[config.mk]
export PLATFORM = sky130hd
export DESIGN_NAME = irq_ctrl
export DESIGN_NICKNAME = d
export VERILOG_FILES = /design/src/rtl/irq_ctrl_pkg.sv /design/src/rtl/irq_pin_edge.sv /design/src/rtl/irq_flag_bank.sv /design/src/rtl/irq_ctrl.sv
export SDC_FILE = /design/constraint.sdc
export NUM_CORES = 1
export LEC_CHECK = 0
export ABC_CLOCK_PERIOD_IN_PS = 1800
export BUFFER_PORTS_ARGS = -buffer_cell sky130_fd_sc_hd__buf_2
export CORE_MARGIN = 2
export CORE_UTILIZATION = 40
export DETAILED_ROUTE_END_ITERATION = 8
export PLACE_DENSITY = 0.63
export SLEW_MARGIN = 20
export SYNTH_ARGS = -nofsm -noshare
export SYNTH_HDL_FRONTEND = slang
export SYNTH_HIERARCHICAL = 1
export SYNTH_SLANG_ARGS = --single-unit
[constraint.sdc]
create_clock -name clk -period 1.8 [get_ports clk]
set_clock_uncertainty 0.1 [all_clocks]
set_input_delay 0.09 -clock clk [delete_from_list [all_inputs] [get_ports clk]]
set_output_delay 0.09 -clock clk [all_outputs]
set_load 0.02 [all_outputs]
[src/rtl/irq_ctrl_pkg.sv]
package irq_ctrl_pkg;
  localparam int DATA_W = 8;
  localparam int ADDR_W = 2;

  localparam logic [ADDR_W-1:0] A_CTRL  = 2'd0;
  localparam logic [ADDR_W-1:0] A_OPT   = 2'd1;
  localparam logic [ADDR_W-1:0] A_PFLAG = 2'd2;
  localparam logic [ADDR_W-1:0] A_PEN   = 2'd3;

  // core sources: index 0 pin-change, 1 external, 2 timer-0
  localparam int CORE_N     = 3;
  localparam int CORE_EN_LO = 3;  // enable of core source i sits at bit i+3
  localparam int GIE_BIT    = 7;
  localparam int EDGE_BIT   = 6;

  function automatic logic any_pending(input logic [CORE_N-1:0] cf,
                                       input logic [CORE_N-1:0] ce,
                                       input logic [DATA_W-1:0] pf,
                                       input logic [DATA_W-1:0] pe);
    return (|(cf & ce)) | (|(pf & pe));
  endfunction

  function automatic logic wake_pending(input logic [CORE_N-1:0] cf,
                                        input logic [CORE_N-1:0] ce);
    return |(cf[1:0] & ce[1:0]);
  endfunction
endpackage

[src/rtl/irq_pin_edge.sv]
module irq_pin_edge #(
  parameter int STAGES = 2
) (
  input  logic clk,
  input  logic rst_n,
  input  logic pin,
  input  logic rise_sel,
  output logic edge_hit
);
  logic [STAGES-1:0] sync_q;
  logic              prev_q;
  logic              level;
  logic              rise_w;
  logic              fall_w;

  generate
    if (STAGES == 1) begin : g_one
      always_ff @(posedge clk) begin
        if (!rst_n) sync_q <= '0;
        else        sync_q <= pin;
      end
    end else begin : g_chain
      always_ff @(posedge clk) begin
        if (!rst_n) sync_q <= '0;
        else        sync_q <= {sync_q[STAGES-2:0], pin};
      end
    end
  endgenerate

  assign level = sync_q[STAGES-1];

  always_ff @(posedge clk) begin
    if (!rst_n) prev_q <= 1'b0;
    else        prev_q <= level;
  end

  assign rise_w   = level & ~prev_q;
  assign fall_w   = ~level & prev_q;
  assign edge_hit = rise_sel ? rise_w : fall_w;

  a_r6_single_edge_kind: assert property (@(posedge clk) disable iff (!rst_n)
    $onehot0({rise_w, fall_w}));
  a_r6_hit_matches_select: assert property (@(posedge clk) disable iff (!rst_n)
    edge_hit |-> (level == rise_sel));
endmodule

[src/rtl/irq_flag_bank.sv]
module irq_flag_bank #(
  parameter int N = 8
) (
  input  logic         clk,
  input  logic         rst_n,
  input  logic         sw_we,
  input  logic [N-1:0] sw_data,
  input  logic [N-1:0] hw_set,
  output logic [N-1:0] flags
);
  always_ff @(posedge clk) begin
    if (!rst_n) flags <= '0;
    else        flags <= (sw_we ? sw_data : flags) | hw_set;
  end

  a_r8_hw_set_wins: assert property (@(posedge clk) disable iff (!rst_n)
    (hw_set != '0) |=> ((flags & $past(hw_set)) == $past(hw_set)));
  a_r7_flags_hold: assert property (@(posedge clk) disable iff (!rst_n)
    (!sw_we && hw_set == '0) |=> (flags == $past(flags)));
endmodule

[src/rtl/irq_ctrl.sv]
module irq_ctrl
  import irq_ctrl_pkg::*;
#(
  parameter int              PERIPH_N   = 8,
  parameter int              PC_W       = 13,
  parameter logic [PC_W-1:0] VECTOR     = 13'h0004,
  parameter int              SYNC_DEPTH = 2
) (
  input  logic                clk,
  input  logic                rst_n,
  input  logic [ADDR_W-1:0]   reg_addr,
  input  logic                reg_we,
  input  logic [DATA_W-1:0]   reg_wdata,
  output logic [DATA_W-1:0]   reg_rdata,
  input  logic                ext_pin,
  input  logic                pinchg_evt,
  input  logic                tmr0_evt,
  input  logic [PERIPH_N-1:0] periph_evt,
  input  logic                sleep_mode,
  input  logic                irq_ack,
  input  logic                irq_ret,
  output logic                irq_take,
  output logic [PC_W-1:0]     irq_vector,
  output logic                push_ret,
  output logic                wake
);
  logic                gie_q;
  logic [CORE_N-1:0]   core_en_q;
  logic                edge_sel_q;
  logic [PERIPH_N-1:0] per_en_q;
  logic [CORE_N-1:0]   core_flags;
  logic [PERIPH_N-1:0] per_flags;
  logic                push_q;

  // named internal events
  logic wr_ctrl, wr_opt, wr_pflag, wr_pen;
  logic gie_clear_wr;
  logic ext_hit;
  logic pend_any;
  logic [CORE_N-1:0] core_hw;

  assign wr_ctrl      = reg_we && (reg_addr == A_CTRL);
  assign wr_opt       = reg_we && (reg_addr == A_OPT);
  assign wr_pflag     = reg_we && (reg_addr == A_PFLAG);
  assign wr_pen       = reg_we && (reg_addr == A_PEN);
  assign gie_clear_wr = wr_ctrl && !reg_wdata[GIE_BIT];

  irq_pin_edge #(.STAGES(SYNC_DEPTH)) u_edge (
    .clk      (clk),
    .rst_n    (rst_n),
    .pin      (ext_pin),
    .rise_sel (edge_sel_q),
    .edge_hit (ext_hit)
  );

  assign core_hw = {tmr0_evt, ext_hit, pinchg_evt};

  irq_flag_bank #(.N(CORE_N)) u_core_flags (
    .clk     (clk),
    .rst_n   (rst_n),
    .sw_we   (wr_ctrl),
    .sw_data (reg_wdata[CORE_N-1:0]),
    .hw_set  (core_hw),
    .flags   (core_flags)
  );

  irq_flag_bank #(.N(PERIPH_N)) u_per_flags (
    .clk     (clk),
    .rst_n   (rst_n),
    .sw_we   (wr_pflag),
    .sw_data (reg_wdata[PERIPH_N-1:0]),
    .hw_set  (periph_evt),
    .flags   (per_flags)
  );

  // enables and option
  always_ff @(posedge clk) begin
    if (!rst_n) begin
      core_en_q  <= '0;
      edge_sel_q <= 1'b0;
      per_en_q   <= '0;
    end else begin
      if (wr_ctrl) core_en_q  <= reg_wdata[CORE_EN_LO +: CORE_N];
      if (wr_opt)  edge_sel_q <= reg_wdata[EDGE_BIT];
      if (wr_pen)  per_en_q   <= reg_wdata[PERIPH_N-1:0];
    end
  end

  // global enable: entry clears, return sets, then software
  always_ff @(posedge clk) begin
    if (!rst_n)       gie_q <= 1'b0;
    else if (irq_ack) gie_q <= 1'b0;
    else if (irq_ret) gie_q <= 1'b1;
    else if (wr_ctrl) gie_q <= reg_wdata[GIE_BIT];
  end

  always_ff @(posedge clk) begin
    if (!rst_n) push_q <= 1'b0;
    else        push_q <= irq_ack;
  end

  assign pend_any   = any_pending(core_flags, core_en_q,
                                  DATA_W'(per_flags), DATA_W'(per_en_q));
  assign irq_take   = gie_q && pend_any && !gie_clear_wr;
  assign push_ret   = push_q;
  assign irq_vector = VECTOR;
  assign wake       = sleep_mode && wake_pending(core_flags, core_en_q);

  always_comb begin
    reg_rdata = '0;
    unique case (reg_addr)
      A_CTRL: begin
        reg_rdata[GIE_BIT]                 = gie_q;
        reg_rdata[CORE_EN_LO +: CORE_N]    = core_en_q;
        reg_rdata[CORE_N-1:0]              = core_flags;
      end
      A_OPT:   reg_rdata[EDGE_BIT]         = edge_sel_q;
      A_PFLAG: reg_rdata[PERIPH_N-1:0]     = per_flags;
      A_PEN:   reg_rdata[PERIPH_N-1:0]     = per_en_q;
      default: reg_rdata = '0;
    endcase
  end

  a_r3_take_needs_gie: assert property (@(posedge clk) disable iff (!rst_n)
    irq_take |-> gie_q);
  a_r4_ack_clears_gie: assert property (@(posedge clk) disable iff (!rst_n)
    irq_ack |=> (!gie_q && push_ret));
  a_r4_push_single: assert property (@(posedge clk) disable iff (!rst_n)
    (push_ret && !$past(irq_ack, 2)) |=> !push_ret);
  a_r5_ret_sets_gie: assert property (@(posedge clk) disable iff (!rst_n)
    (irq_ret && !irq_ack) |=> gie_q);
  a_r10_wake_only_sleep: assert property (@(posedge clk) disable iff (!rst_n)
    wake |-> sleep_mode);
  a_r9_clear_blocks_take: assert property (@(posedge clk) disable iff (!rst_n)
    (wr_ctrl && !reg_wdata[GIE_BIT] && !irq_ret && !irq_ack) |=> !gie_q);
endmodule

# --- Word-level counts from Yosys, hierarchy flattened ---
# Cells that the tools add are included.
totals:
  wordCells: 47
  regBits: 28
classes:
  n_eq_ne: 3
  n_bitwise: 11
  reduce_logical: 16
  muxes: 8
op_table:
  columns: ["cell", "n"]
  rows:
  - ["$pmux 6 s3", 1]
  - ["$and 8x8->8", 1]
  - ["$logic_and 1x1->1", 8]
  - ["$mux 8", 1]
  - ["$or 8x8->8", 1]
  - ["$reduce_or 8->1", 1]
  - ["$pmux 1 s3", 2]
  - ["$eq 2x2->1 const B", 2]
  - ["$reduce_or 2->1", 2]
  - ["$and 3x3->3", 1]
  - ["$mux 1", 3]
  - ["$mux 3", 1]
  - ["$not 1->1", 3]
  - ["$or 3x3->3", 1]
  - ["$reduce_or 3->1", 1]
  - ["$and 1x1->1", 2]
  - ["$and 2x2->2", 1]
  - ["$eq 2x1->1 const B", 1]
  - ["$logic_not 1->1", 2]
  - ["$logic_not 2->1", 1]
  - ["$reduce_bool 2->1", 1]
  - ["$or 1x1->1", 1]

# --- Depth between registers and ports, before layout ---
logic_depth:
  word_depth: 5
  ltp_mapped: 6
  depth_no_buf: 4

# --- Hierarchy ---
# Netlist, hierarchy kept.
modules_own_cells:
  columns: ["module", "seq_area_each_um2", "area_per_inst_um2", "cells_each", "instances"]
  rows:
  - ["irq_ctrl", 280.3, 905.9, 102, 1]
  - ["irq_flag_bank (u_per_flags)", 160.2, 355.3, 26, 1]
  - ["irq_flag_bank (u_core_flags)", 60.1, 116.4, 9, 1]
  - ["irq_pin_edge", 60.1, 102.6, 9, 1]

# --- Worst setup path after synthesis ---
# OpenSTA, ideal clock, no wires.
synth_timing:
  path_type: "flip-flop to output port"
  start: "reg u_per_flags.flags[1]"
  end: "out irq_take"
  path_slack_ps: 411
  arrival_ps: 1199
  path_stages_with_launch: 4
  cell_sequence: "dfxtp_1 -> a22oi_1 -> and4_1 -> a221oi_1"
synth_via:
  elab_chain_len: 5
synth_rtl:
  columns: ["element", "line_no", "rtl"]
  rows:
  - ["start, declared", "irq_flag_bank.sv:9", "output logic [N-1:0] flags"]
  - ["start signal, assigned", "irq_flag_bank.sv:13", "else flags <= (sw_we ? sw_data : flags) | hw_set;"]
  - ["$and 8x8->8", "irq_ctrl_pkg.sv:20", "return (|(cf & ce)) | (|(pf & pe));"]
  - ["$reduce_or 8->1", "irq_ctrl_pkg.sv:20", null]
  - ["$or 1x1->1", "irq_ctrl_pkg.sv:20", null]
  - ["$logic_and 1x1->1 (2 in series)", "irq_ctrl.sv:104", "assign irq_take = gie_q && pend_any && !gie_clear_wr;"]
  - ["end, declared", "irq_ctrl.sv:22", "output logic irq_take,"]
# No other way between the ends.

# --- Worst setup path in the final report ---
layout_timing:
  start: "reg u_per_flags.flags[7]"
  end: "out irq_take"
# Same word-level chain as after synthesis.

==> metrics <==
outcome complete, no violations; Hold Vio Cnt, Final 0; post-synth top area share 0.379; Post-Layout Cell Count 244; warnings from Yosys 6; Core Box Area 3610 um^2; max-slew violation count 0; first-pass GRT wire length 5130 um; Synth area leaders dfxtp_1 (38%), mux2i_1 (14%), mux2_4 (8.1%), buf_4 (6.6%), o21a_1 (5.6%); Period Utilization, post-route 0.878; CTS Sinks 28; Vert. Die Dim 64.8 um; Worst slew margin 0.545; die width 64.8 um; Overflow after GRT 0; Max Buffers Root-to-Sink 2; Cell Rows 22; drt first pass iters 4; CP arrival 1390 ps; IO buf count 37; most frequent cells in the layout buf_2 (37), dfxtp_1 (28), mux2i_1 (21); peak supply drop 0.499 mV; terminus of the critical flop-to-flop path u_core_flags/flags[2]$_SDFF_PN0_; Area Growth Syn to Fin 24.2%; nets 225; placed instance area 1660 um^2; Pwr Total 0.00127 W; post-synthesis sequential area ratio 0.379; starting density of the core 0.410; root buffer cell clkbuf_8; io pins 51; vias in the first global route 1,129; largest net degree at the start of global routing 29; Hold EP edge_sel_q$_SDFFE_PN0P_; worst skew pair latency 270 ps; mean post-synth cell area 10.1 um^2; kind of critical path flip-flop to output pin; Synth Flop Type dfxtp_1; count of mapped cells out of synthesis 146; placed insts 228; maxcap violations 0; clk slew on worst S/H paths 90 ps; Reg2Reg Setup Slack 810 ps; Hold WC Path Type primary input to flip-flop; fraction of layout cells with a size suffix above 1 0.291; final wirelength 3220 um; R2R depth 2; hold path depth 3; Post-Syn Area 1480 um^2; Setup Fix Bufs, Post-CTS 0; most common cell after layout, fill and taps aside buf_2; vias 1,165; PwrDens 689 nW/um^2; RSZ-0062 raised after global routing no; cts hold-fix bufs 13; GR Util All Layers 0.160; CTS tree done; min Tclk post-route 1580 ps; WP data required 1610 ps; post-route cell area 1840 um^2; hpwl dp 2250 um; initial DRC count 39; Async SR Flop Fraction 0; worst-path maximum fanout 3; vias per cell 4.77; RD Place Congestion 0.792; Setup crit end kind output pin; antenna violations before repair 0; Post-synth EDFFs 0; Synth Register Bits 28; Critical R2R Launch u_core_flags/flags[2]$_SDFF_PN0_; Worst Hold Launch reg_wdata[6]; Die ar. 4200 um^2; Yosys top cell by area dfxtp_1; final antenna-violating net count 0; Tightest Pin Transition 682 ps; CP startpoint kind flip-flop; n_diodes 0; DR WL/cell 13.2 um; Max Freq 633 MHz; H-tree Lvls 1; Final Setup Violations 0; CTS Buf Count 3; post_cts resized 0; post-synth cell types 29; Leak 0.855 nW; number of remaining DRC errors 0
==> sequential cells by signal (all words and copies together) (netlist names) <==
register            cells
core_en_q               3
edge_sel_q              1
gie_q                   1
per_en_q                8
push_ret                1
u_core_flags/flags      3
u_edge/prev_q           1
u_edge/sync_q           2
u_per_flags/flags       8
==> critical path, stage by stage, from the launching register on <==
cell	delay, ps
dfxtp_1	380
a22oi_1	80
and4_1	200
a221oi_1	240
buf_2	210
==> routing by layer <==
metal / part of all wire / GRT usage
met1: 0.48 / 0.204
met2: 0.47 / 0.263
met3: 0.049 / 0.0313
met4: 0.0072 / 0.0665
met5: 0 / 0
==> power breakdown <==
part           total, W  internal, W  switching [W]
logic          0.000254     0.000127       0.000127
clock network  0.000337     0.000150       0.000186
registers      0.000676     0.000652      0.0000242
total           0.00127     0.000929       0.000338
==> logic make-up (layout without fill, tap and decap cells) <==
logic type / after synthesis / count (layout) / synth area share
and+or+nand+nor: 35 / 35 / 0.143
muxes: 32 / 32 / 0.246
DFF: 28 / 28 / 0.379
AOI/OAI and AO/OA: 27 / 27 / 0.128
buffers and inverters: 22 / 61 / 0.0997
other: 2 / 13 / 0.00507
==> through the flow <==
stage,utilization,TNS [ps],hold slack (ps),setup WS (ps)
global route,0.510,0,11.4,148
detailed placement,0.461,-1.42,196,-1.42
CTS,0.509,0,7.41,213
global placement,0.461,0,194,44.5
floorplan,-,0,107,411
finish,0.510,0,8.61,219
==> cell type report <==
cell class	count	area [um^2]
sequential	28	561
inverter	4	15.0
fill	344	1770
clock buffer	3	41.3
tap	48	60.1
timing repair buffer	54	345
multi-input combinational	107	816
==> Yosys cell counts, types with 2 or more instances <==
cell,instances
dfxtp_1,28
mux2i_1,21
buf_4,13
nor2b_1,13
o21a_1,11
nand2_1,9
mux2_4,8
o21ai_0,8
a22oi_1,4
inv_1,4
and2_1,3
mux2_1,3
buf_6,2
conb_1,2
nand2b_1,2
nor2_1,2
==> worst max-delay path by stage <==
stage                                     from                         endpoint  depth (start not counted)
6_report       u_per_flags/flags[7]$_SDFF_PN0_                         irq_take                          4
5_1_grt              core_en_q[2]$_SDFFE_PN0P_                         irq_take                          4
4_1_cts               per_en_q[1]$_SDFFE_PN0P_                         irq_take                          4
3_5_place_dp                            reg_we  u_per_flags/flags[0]$_SDFF_PN0_                          5
3_3_place_gp                            reg_we  u_per_flags/flags[4]$_SDFF_PN0_                          5
2_1_floorplan  u_per_flags/flags[1]$_SDFF_PN0_                         irq_take                          3
No activity file was read; power rests on OpenSTA's default activity.
